<file path="config.mk">
export PLATFORM = sky130hd
export DESIGN_NAME = pwm_phase_bank
export DESIGN_NICKNAME = d
export VERILOG_FILES = /design/src/rtl/pwm_ps_pkg.sv /design/src/rtl/pwm_period_ctr.sv /design/src/rtl/pwm_shadow_bank.sv /design/src/rtl/pwm_chan_ctr.sv /design/src/rtl/pwm_phase_bank.sv
export SDC_FILE = /design/constraint.sdc
export NUM_CORES = 1
export LEC_CHECK = 0
export CORE_ASPECT_RATIO = 1.4
export CORE_UTILIZATION = 61
export CTS_CLUSTER_DIAMETER = 60
export CTS_CLUSTER_SIZE = 12
export DETAILED_ROUTE_END_ITERATION = 16
export PLACE_DENSITY = 0.77
export SLEW_MARGIN = 15
export SYNTH_ARGS = -nofsm -noshare
export SYNTH_HDL_FRONTEND = slang
export SYNTH_SLANG_ARGS = --single-unit
</file>
<file path="constraint.sdc">
create_clock -name clk -period 2.1 [get_ports clk]
set_input_delay 0.315 -clock clk [delete_from_list [all_inputs] [get_ports clk]]
set_output_delay 0.315 -clock clk [all_outputs]
set_load 0.02 [all_outputs]
</file>
<file path="src/rtl/pwm_ps_pkg.sv">
// Package: shared widths and types for the phase-shifted PWM bank.
// Assumes: the period is 2**PS_CW ticks, and each channel counter has the same width.
package pwm_ps_pkg;
    parameter int unsigned PS_NCH = 8;
    parameter int unsigned PS_CW  = 8;
    typedef logic [PS_CW-1:0] ps_cnt_t;
endpackage

</file>
<file path="src/rtl/pwm_period_ctr.sv">
// Module: shared up-counter that sets the PWM period.
// Assumes: it advances only when tick_en is high. wrap is a same-cycle flag
// that marks the tick on which the count goes from all ones to zero.
module pwm_period_ctr #(
    parameter int unsigned CW = 8
) (
    input  logic clk,
    input  logic rst_n,
    input  logic tick_en,
    output logic wrap
);
    localparam logic [CW-1:0] TOP = {CW{1'b1}};

    logic [CW-1:0] cnt_q;

    // Decide whether this tick closes the period.
    always_comb wrap = tick_en && (cnt_q == TOP);

    // Count the ticks, modulo 2**CW.
    always_ff @(posedge clk) begin
        if (!rst_n)       cnt_q <= '0;
        else if (tick_en) cnt_q <= cnt_q + 1'b1;
    end
endmodule

</file>
<file path="src/rtl/pwm_shadow_bank.sv">
// Module: shadow duty registers, written one entry per clock.
// Assumes: wr_ch is below NCH. A value stays here until the period wrap copies it.
module pwm_shadow_bank #(
    parameter int unsigned NCH = 8,
    parameter int unsigned CW  = 8,
    localparam int unsigned IW = (NCH > 1) ? $clog2(NCH) : 1
) (
    input  logic                    clk,
    input  logic                    rst_n,
    input  logic                    wr_en,
    input  logic [IW-1:0]           wr_ch,
    input  logic [CW-1:0]           wr_duty,
    output logic [NCH-1:0][CW-1:0]  shadow
);
    for (genvar g = 0; g < NCH; g++) begin : g_ent
        // Store a new duty for the selected entry only.
        always_ff @(posedge clk) begin
            if (!rst_n)                          shadow[g] <= '0;
            else if (wr_en && (wr_ch == IW'(g))) shadow[g] <= wr_duty;
        end
    end
endmodule

</file>
<file path="src/rtl/pwm_chan_ctr.sv">
// Module: one channel's down-counter, kept at a fixed phase offset from the period.
// Assumes: wrap has priority over the plain decrement. At a wrap the counter
// loads the duty, so the counter and the period position keep a constant sum
// modulo 2**CW.
module pwm_chan_ctr #(
    parameter int unsigned CW = 8
) (
    input  logic          clk,
    input  logic          rst_n,
    input  logic          tick_en,
    input  logic          wrap,
    input  logic [CW-1:0] load_val,
    output logic          rise_req,
    output logic          fall_req
);
    logic [CW-1:0] cnt_q;

    // Raise the output at a wrap, unless the duty loaded there is zero.
    always_comb rise_req = wrap && (load_val != '0);

    // Lower the output on the tick that steps the counter down to zero.
    always_comb fall_req = tick_en && !wrap && (cnt_q == CW'(1));

    // Load at the wrap, otherwise count down once per tick.
    always_ff @(posedge clk) begin
        if (!rst_n)       cnt_q <= '0;
        else if (wrap)    cnt_q <= load_val;
        else if (tick_en) cnt_q <= cnt_q - 1'b1;
    end
endmodule

</file>
<file path="src/rtl/pwm_phase_bank.sv">
// Module: top of the eight-channel phase-shifted PWM generator.
// Assumes: one write per clock through the shadow port. All outputs are updated
// from one change mask per tick, so channels that switch together do so in
// the same cycle.
module pwm_phase_bank #(
    parameter int unsigned NCH = pwm_ps_pkg::PS_NCH,
    parameter int unsigned CW  = pwm_ps_pkg::PS_CW,
    localparam int unsigned IW = (NCH > 1) ? $clog2(NCH) : 1
) (
    input  logic           clk,
    input  logic           rst_n,
    input  logic           tick_en,
    input  logic           wr_en,
    input  logic [IW-1:0]  wr_ch,
    input  logic [CW-1:0]  wr_duty,
    output logic [NCH-1:0] pwm_out
);
    logic                   wrap;
    logic [NCH-1:0][CW-1:0] shadow;
    logic [NCH-1:0]         rise_m;
    logic [NCH-1:0]         fall_m;
    logic [NCH-1:0]         chg_m;

    pwm_period_ctr #(.CW(CW)) u_per (
        .clk(clk), .rst_n(rst_n), .tick_en(tick_en), .wrap(wrap)
    );

    pwm_shadow_bank #(.NCH(NCH), .CW(CW)) u_shd (
        .clk(clk), .rst_n(rst_n), .wr_en(wr_en), .wr_ch(wr_ch),
        .wr_duty(wr_duty), .shadow(shadow)
    );

    for (genvar g = 0; g < NCH; g++) begin : g_ch
        pwm_chan_ctr #(.CW(CW)) u_ch (
            .clk(clk), .rst_n(rst_n), .tick_en(tick_en), .wrap(wrap),
            .load_val(shadow[g]), .rise_req(rise_m[g]), .fall_req(fall_m[g])
        );
    end

    // Build the single mask of the output bits that change on this tick.
    always_comb chg_m = wrap ? (pwm_out ^ rise_m) : (pwm_out & fall_m);

    // Apply the mask to every output in one update.
    always_ff @(posedge clk) begin
        if (!rst_n) pwm_out <= '0;
        else        pwm_out <= pwm_out ^ chg_m;
    end
endmodule

</file>
## After elaboration in Yosys (flattened, before gate mapping)

Index checks and enable logic that the tools add are counted.
W data, S select, Z words.

- Register bits after elaboration: 144
- Latch bits: 0
- Memory bits (writable): 0
- Bits in read-only memories: 0
- Input port bits: 15
- Output and inout bits: 8
- Logic and storage cells: 100
- Memories kept: 0

- Add/sub/neg operators: 9
- $mul: 0
- Divide/modulo/power cells: 0
- Order comparisons: 0
- Equality and inequality tests: 16
- Shift-type cells: 0
- Multiplexer cells: 17
- Bitwise gates (word level): 3
- Reduce and logical (&&, ||, !) cells: 37

Operators by type and width:

| cell | number |
|---|---|
| $mux W8 | 17 |
| $eq A8 B1 Y1 const B | 8 |
| $reduce_bool A8 Y1 | 8 |
| $sub A8 B1 Y8 const B | 8 |
| $logic_and A1 B1 Y1 | 26 |
| $xor A8 B8 Y8 | 2 |
| $eq A3 B3 Y1 const B | 4 |
| $add A8 B1 Y8 const B | 1 |
| $and A8 B8 Y8 | 1 |
| $eq A8 B8 Y1 const B | 1 |
| $eq A3 B2 Y1 const B | 2 |
| $eq A3 B1 Y1 const B | 1 |
| $logic_not A3 Y1 | 1 |
| $reduce_bool A2 Y1 | 1 |
| $logic_not A1 Y1 | 1 |

## Depth between registers and ports, before layout

- Word-level depth: 8
- Depth in mapped cells: 8
- Gate-level depth less buffers: 6

## Hierarchy

A second synthesis with hierarchy kept.

- Cells, all modules: 791
- Area, all modules: 7055.5 um^2

Modules (own cells, without submodules):

| module | times used | cells an instance | area an instance (um^2) | seq. area each (um^2) |
|---|---|---|---|---|
| pwm_chan_ctr | 8 | 62 | 501.7 | 160.2 |
| pwm_shadow_bank | 1 | 223 | 2348.5 | 1281.2 |
| pwm_period_ctr | 1 | 39 | 367.9 | 160.2 |
| pwm_phase_bank | 1 | 33 | 325.3 | 160.2 |

## Worst setup path after synthesis

Ideal clock, no wire load.

- Kind: reg-to-reg
- Start: register g_ch[3].u_ch.cnt_q[3]
- End: register pwm_out[3]
- Setup time: 0.132 ns
- Data arrival time: 1.578 ns
- Data required time: 1.968 ns
- Setup slack: 0.390 ns
- Cell stages (with the launch flop): 5
- Path buffers: 0
- Period minus slack after synthesis: 1.710 ns
- Path through: dfxtp_1 -> or4_4 -> or4b_1 -> a21oi_1 -> a21oi_1

- Word-level cells in the longest chain between the ends: 5

RTL lines:

| element | line | source |
|---|---|---|
| start: declaration | pwm_chan_ctr.sv:16 | `logic [CW-1:0] cnt_q;` |
| start signal: assignment | pwm_chan_ctr.sv:27 | `else if (wrap) cnt_q <= load_val;` |
| start signal: assignment | pwm_chan_ctr.sv:28 | `else if (tick_en) cnt_q <= cnt_q - 1'b1;` |
| $eq A8 B1 Y1 | pwm_chan_ctr.sv:22 | `always_comb fall_req = tick_en && !wrap && (cnt_q == CW'(1));` |
| $logic_and A1 B1 Y1 | pwm_chan_ctr.sv:22 |  |
| $and A8 B8 Y8 | pwm_phase_bank.sv:41 | `always_comb chg_m = wrap ? (pwm_out ^ rise_m) : (pwm_out & fall_m);` |
| $mux W8 | pwm_phase_bank.sv:41 |  |
| $xor A8 B8 Y8 | pwm_phase_bank.sv:46 | `else pwm_out <= pwm_out ^ chg_m;` |
| end signal: assignment | pwm_phase_bank.sv:46 |  |
| end: declaration | pwm_phase_bank.sv:16 | `output logic [NCH-1:0] pwm_out` |

Every way passes these cells.
A chain may end at the register's enable or synchronous reset.

## Worst setup path in the final report

- Start: register g_ch[7].u_ch.cnt_q[0]
- End: register g_ch[7].u_ch.cnt_q[6]

- Word-level cells in the longest chain between the ends: 3

RTL lines:

| element | line |
|---|---|
| start: declaration | pwm_chan_ctr.sv:16 |
| start signal: assignment | pwm_chan_ctr.sv:27 |
| start signal: assignment | pwm_chan_ctr.sv:28 |
| $sub A8 B1 Y8 | pwm_chan_ctr.sv:28 |
| $mux W8 | pwm_chan_ctr.sv:28 |
| $mux W8 | pwm_chan_ctr.sv:27 |

Every way passes these cells. The select of a mux whose other input is x is not followed.

==> impl_metrics.json <==
{
  "syn-instance-count": 880,
  "powerDensity_mw_per_mm2": 898,
  "antenna_cells": 0,
  "yosysTopAreaCell": "dfxtp_1",
  "ant_nets": 0,
  "grt-ovfl-total": 0,
  "start_util_pct": 63.3,
  "fmax_mhz": 524,
  "irDropWorstVdd_mv": 0.511,
  "hpwlAfterDp_um": 13300,
  "ys.flop_type": "dfxtp_1",
  "nets": 931,
  "cts_hold_buffers": 0,
  "clockBufferDepth": 2,
  "relSlewSlack_pct": 57.8,
  "grt_usage_pct": 35.5,
  "drive_gt1_share_pct": 8.88,
  "rows": 45,
  "cts_inserted_buffers": 17,
  "min_from": "rst_n",
  "firstDrtPassIters": 5,
  "crit_path_max_incr_delay_ps": 480,
  "ys_types": 55,
  "synth_top_cell_area_share_pct": 41.7,
  "insertion_delay_ps": 420,
  "fin_skew_ps": 6.56,
  "post-cts-setup-buffer-count": 0,
  "regToRegStartpoint": "g_ch[7].u_ch.cnt_q[0]",
  "cts_tree": "yes",
  "grt_pass1_vias": 6596,
  "placed_cell_area_mm2": 0.00739,
  "synthTopCellsByCount": "146 x nand2_1, 144 x dfxtp_1, 97 x a21oi_1",
  "crit_family": "compound AO/OA/AOI/OAI gates",
  "vias_per_cell": 6.51,
  "fill_cells": 884,
  "synth_warnings": 0,
  "p_sw_share_pct": 27.1,
  "postCtsResizedCells": 0,
  "dp.cells": 1021,
  "leakage_nw": 2.95,
  "ios": 23,
  "areaGrowthSynthToFinish_pct": 15.3,
  "critPathCaptureType": "register",
  "setup_viol": 0,
  "crit_path_max_fanout": 6,
  "die_height_um": 128,
  "cts_max_level": 4,
  "dieArea_mm2": 0.0118,
  "worst_pin_slew_ps": 633,
  "clk_pin_slew_ps": 60,
  "cts_root_buffer": "clkbuf_16",
  "clock-sinks": 144,
  "internal_power_w": 0.00522,
  "cp_cell_sequence": "inv_1 -> ha_1 -> or3b_2 -> o31a_1 -> o32ai_1 -> o21ai_0",
  "holdPathStages": 3,
  "rrSetupSlack_ps": 190,
  "gp_congestion": 0.962,
  "period_needed_ps": 1910,
  "critical_path_arrival_ps": 2190,
  "startpoint_type": "register",
  "p_comb_share_pct": 14.9,
  "total_power_w": 0.00716,
  "cp.required_ps": 2380,
  "async_flop_share_pct": 0,
  "maxSlewViolCount": 0,
  "io_buffers": 22,
  "maxCapViolCount": 0,
  "syn_area_mm2": 0.00692,
  "synth_edf_count": 0,
  "synth_seq_cells": 144,
  "drc": 0,
  "yosysMostFrequentCell": "nand2_1",
  "grt_max_degree": 60,
  "wl_um": 20400,
  "synth_area_leaders": "dfxtp_1 42%, nand2_1 7.9%, a21oi_1 7.0%",
  "r2r.worst_path.cells": 6,
  "p_sw_w": 0.00194,
  "antenna_found_initial": 0,
  "ys_seq_area_share_pct": 41.7,
  "rsz0062_at_grt": "no",
  "wl_per_cell_um": 19.3,
  "min_path_type": "in2reg",
  "criticalPathCategory": "reg2reg",
  "final.setup.tns_ps": 0,
  "seqPwrFrac_pct": 43.6,
  "crit_buf_inv": 1,
  "synth_fp_nets": 912,
  "grt_pass1_wl_um": 32500,
  "hold_violations": 0,
  "hold_path_end": "pwm_out[6]",
  "chipWidth_um": 92.0,
  "r2r-end": "g_ch[7].u_ch.cnt_q[6]",
  "period_share_pct": 90.8,
  "dr_total_vias": 6859,
  "cp_slowest_cell": "or3b_2",
  "final_cells": 1053,
  "clkPwrFrac_pct": 41.5,
  "status": "finished, final reports clean",
  "design_area_mm2": 0.00797,
  "drt-initial-drc-count": 570,
  "core_mm2": 0.0109,
  "syn_avg_cell_area_um2": 7.86
}
## metal layers
metal  GRT usage, %  part of all wire, %  wire, µm
met1           41.1                   39      7930
met2           62.5                   50     10200
met3           7.35                  7.3      1480
met4           16.5                  3.7       751
met5              0                    0         0
## metrics by stage
stage	hold WS [ps]	utilization, %	setup WS (ps)
3_5_place_dp	459	67.6	174
5_1_grt	313	73.0	107
6_report	302	73.0	193
2_1_floorplan	438	-	390
3_3_place_gp	450	67.6	302
4_1_cts	290	73.0	195
## power by group through the flow
| stage | logic, W | registers [W] | clock network [W] |
|---|---|---|---|
| 6_report | 0.00106 | 0.00313 | 0.00297 |
| 3_5_place_dp | 0.00103 | 0.00317 | 0 |
| 5_1_grt | 0.00118 | 0.00315 | 0.00309 |
| 4_1_cts | 0.00105 | 0.00312 | 0.00299 |
| 3_3_place_gp | 0.000981 | 0.00316 | 0 |
| 2_1_floorplan | 0.000788 | 0.00312 | 0 |
## cell families (layout without fill, tap and decap cells)
| kind of cell | Yosys count | after routing | share of synthesized area [%] |
|---|---|---|---|
| and+or+nand+nor | 331 | 331 | 22.6 |
| buffers and inverters | 85 | 117 | 4.85 |
| adders and majority gates | 17 | 17 | 3.08 |
| DFF | 144 | 144 | 41.7 |
| muxes | 22 | 22 | 3.22 |
| AOI/OAI and AO/OA | 271 | 271 | 23.3 |
| xor gates and xnor gates | 10 | 10 | 1.27 |
## layout make-up
cell class                      instances  area, µm²  share of cell area, %
Clock buffer                           22        474                   5.95
Multi-Input combinational cell        651       3700                   46.4
Timing Repair Buffer                   58        531                   6.65
Clock inverter                         10        110                   1.38
Inverter                               27        101                   1.27
Sequential cell                       144       2880                   36.2
Tap cell                              141        176                   2.21
## state kept, by name, indices dropped and copies added, names as in the netlist
name	flops
pwm_out	8
u_shd.shadow	64
u_per.cnt_q	8
g_ch.u_ch.cnt_q	64
## worst min-delay path, cell delays in order
cell     delay [ps]
buf_2           190
o21ai_0         110
a21oi_1          50
## cell usage in the layout (no fill, tap or decap), types with 5 or more instances in the layout
| cell | count |
|---|---|
| clkbuf_16 | 17 |
| a221oi_1 | 9 |
| a21oi_1 | 97 |
| clkdlybuf4s50_1 | 20 |
| buf_4 | 32 |
| o211ai_1 | 8 |
| nand3_1 | 30 |
| ha_1 | 17 |
| o221ai_1 | 6 |
| o31a_1 | 5 |
| nor2b_1 | 5 |
| o21ai_0 | 88 |
| inv_1 | 26 |
| a311oi_1 | 7 |
| xor2_1 | 6 |
| mux2i_1 | 20 |
| nor3_1 | 21 |
| dfxtp_1 | 144 |
| or3_1 | 12 |
| and3_1 | 5 |
| nand4_1 | 9 |
| nand2_1 | 146 |
| o22ai_1 | 15 |
| or4_1 | 6 |
| nor4_1 | 25 |
| nand2b_1 | 5 |
| a211oi_1 | 10 |
| nor2_1 | 50 |
## worst max-delay path by stage
stage	endpoint	cells past startpoint	from	slack (ps)
after floorplan	pwm_out[3]	4	g_ch[3].u_ch.cnt_q[3]	390
after global placement	u_shd.shadow[38]	6	wr_en	300
after detailed placement	u_shd.shadow[38]	6	wr_ch[2]	170
after CTS	g_ch[7].u_ch.cnt_q[6]	6	g_ch[7].u_ch.cnt_q[0]	190
after global routing	g_ch[7].u_ch.cnt_q[6]	6	g_ch[7].u_ch.cnt_q[0]	110
final	g_ch[7].u_ch.cnt_q[6]	6	g_ch[7].u_ch.cnt_q[0]	190
No activity file was read; power rests on OpenSTA's default activity.
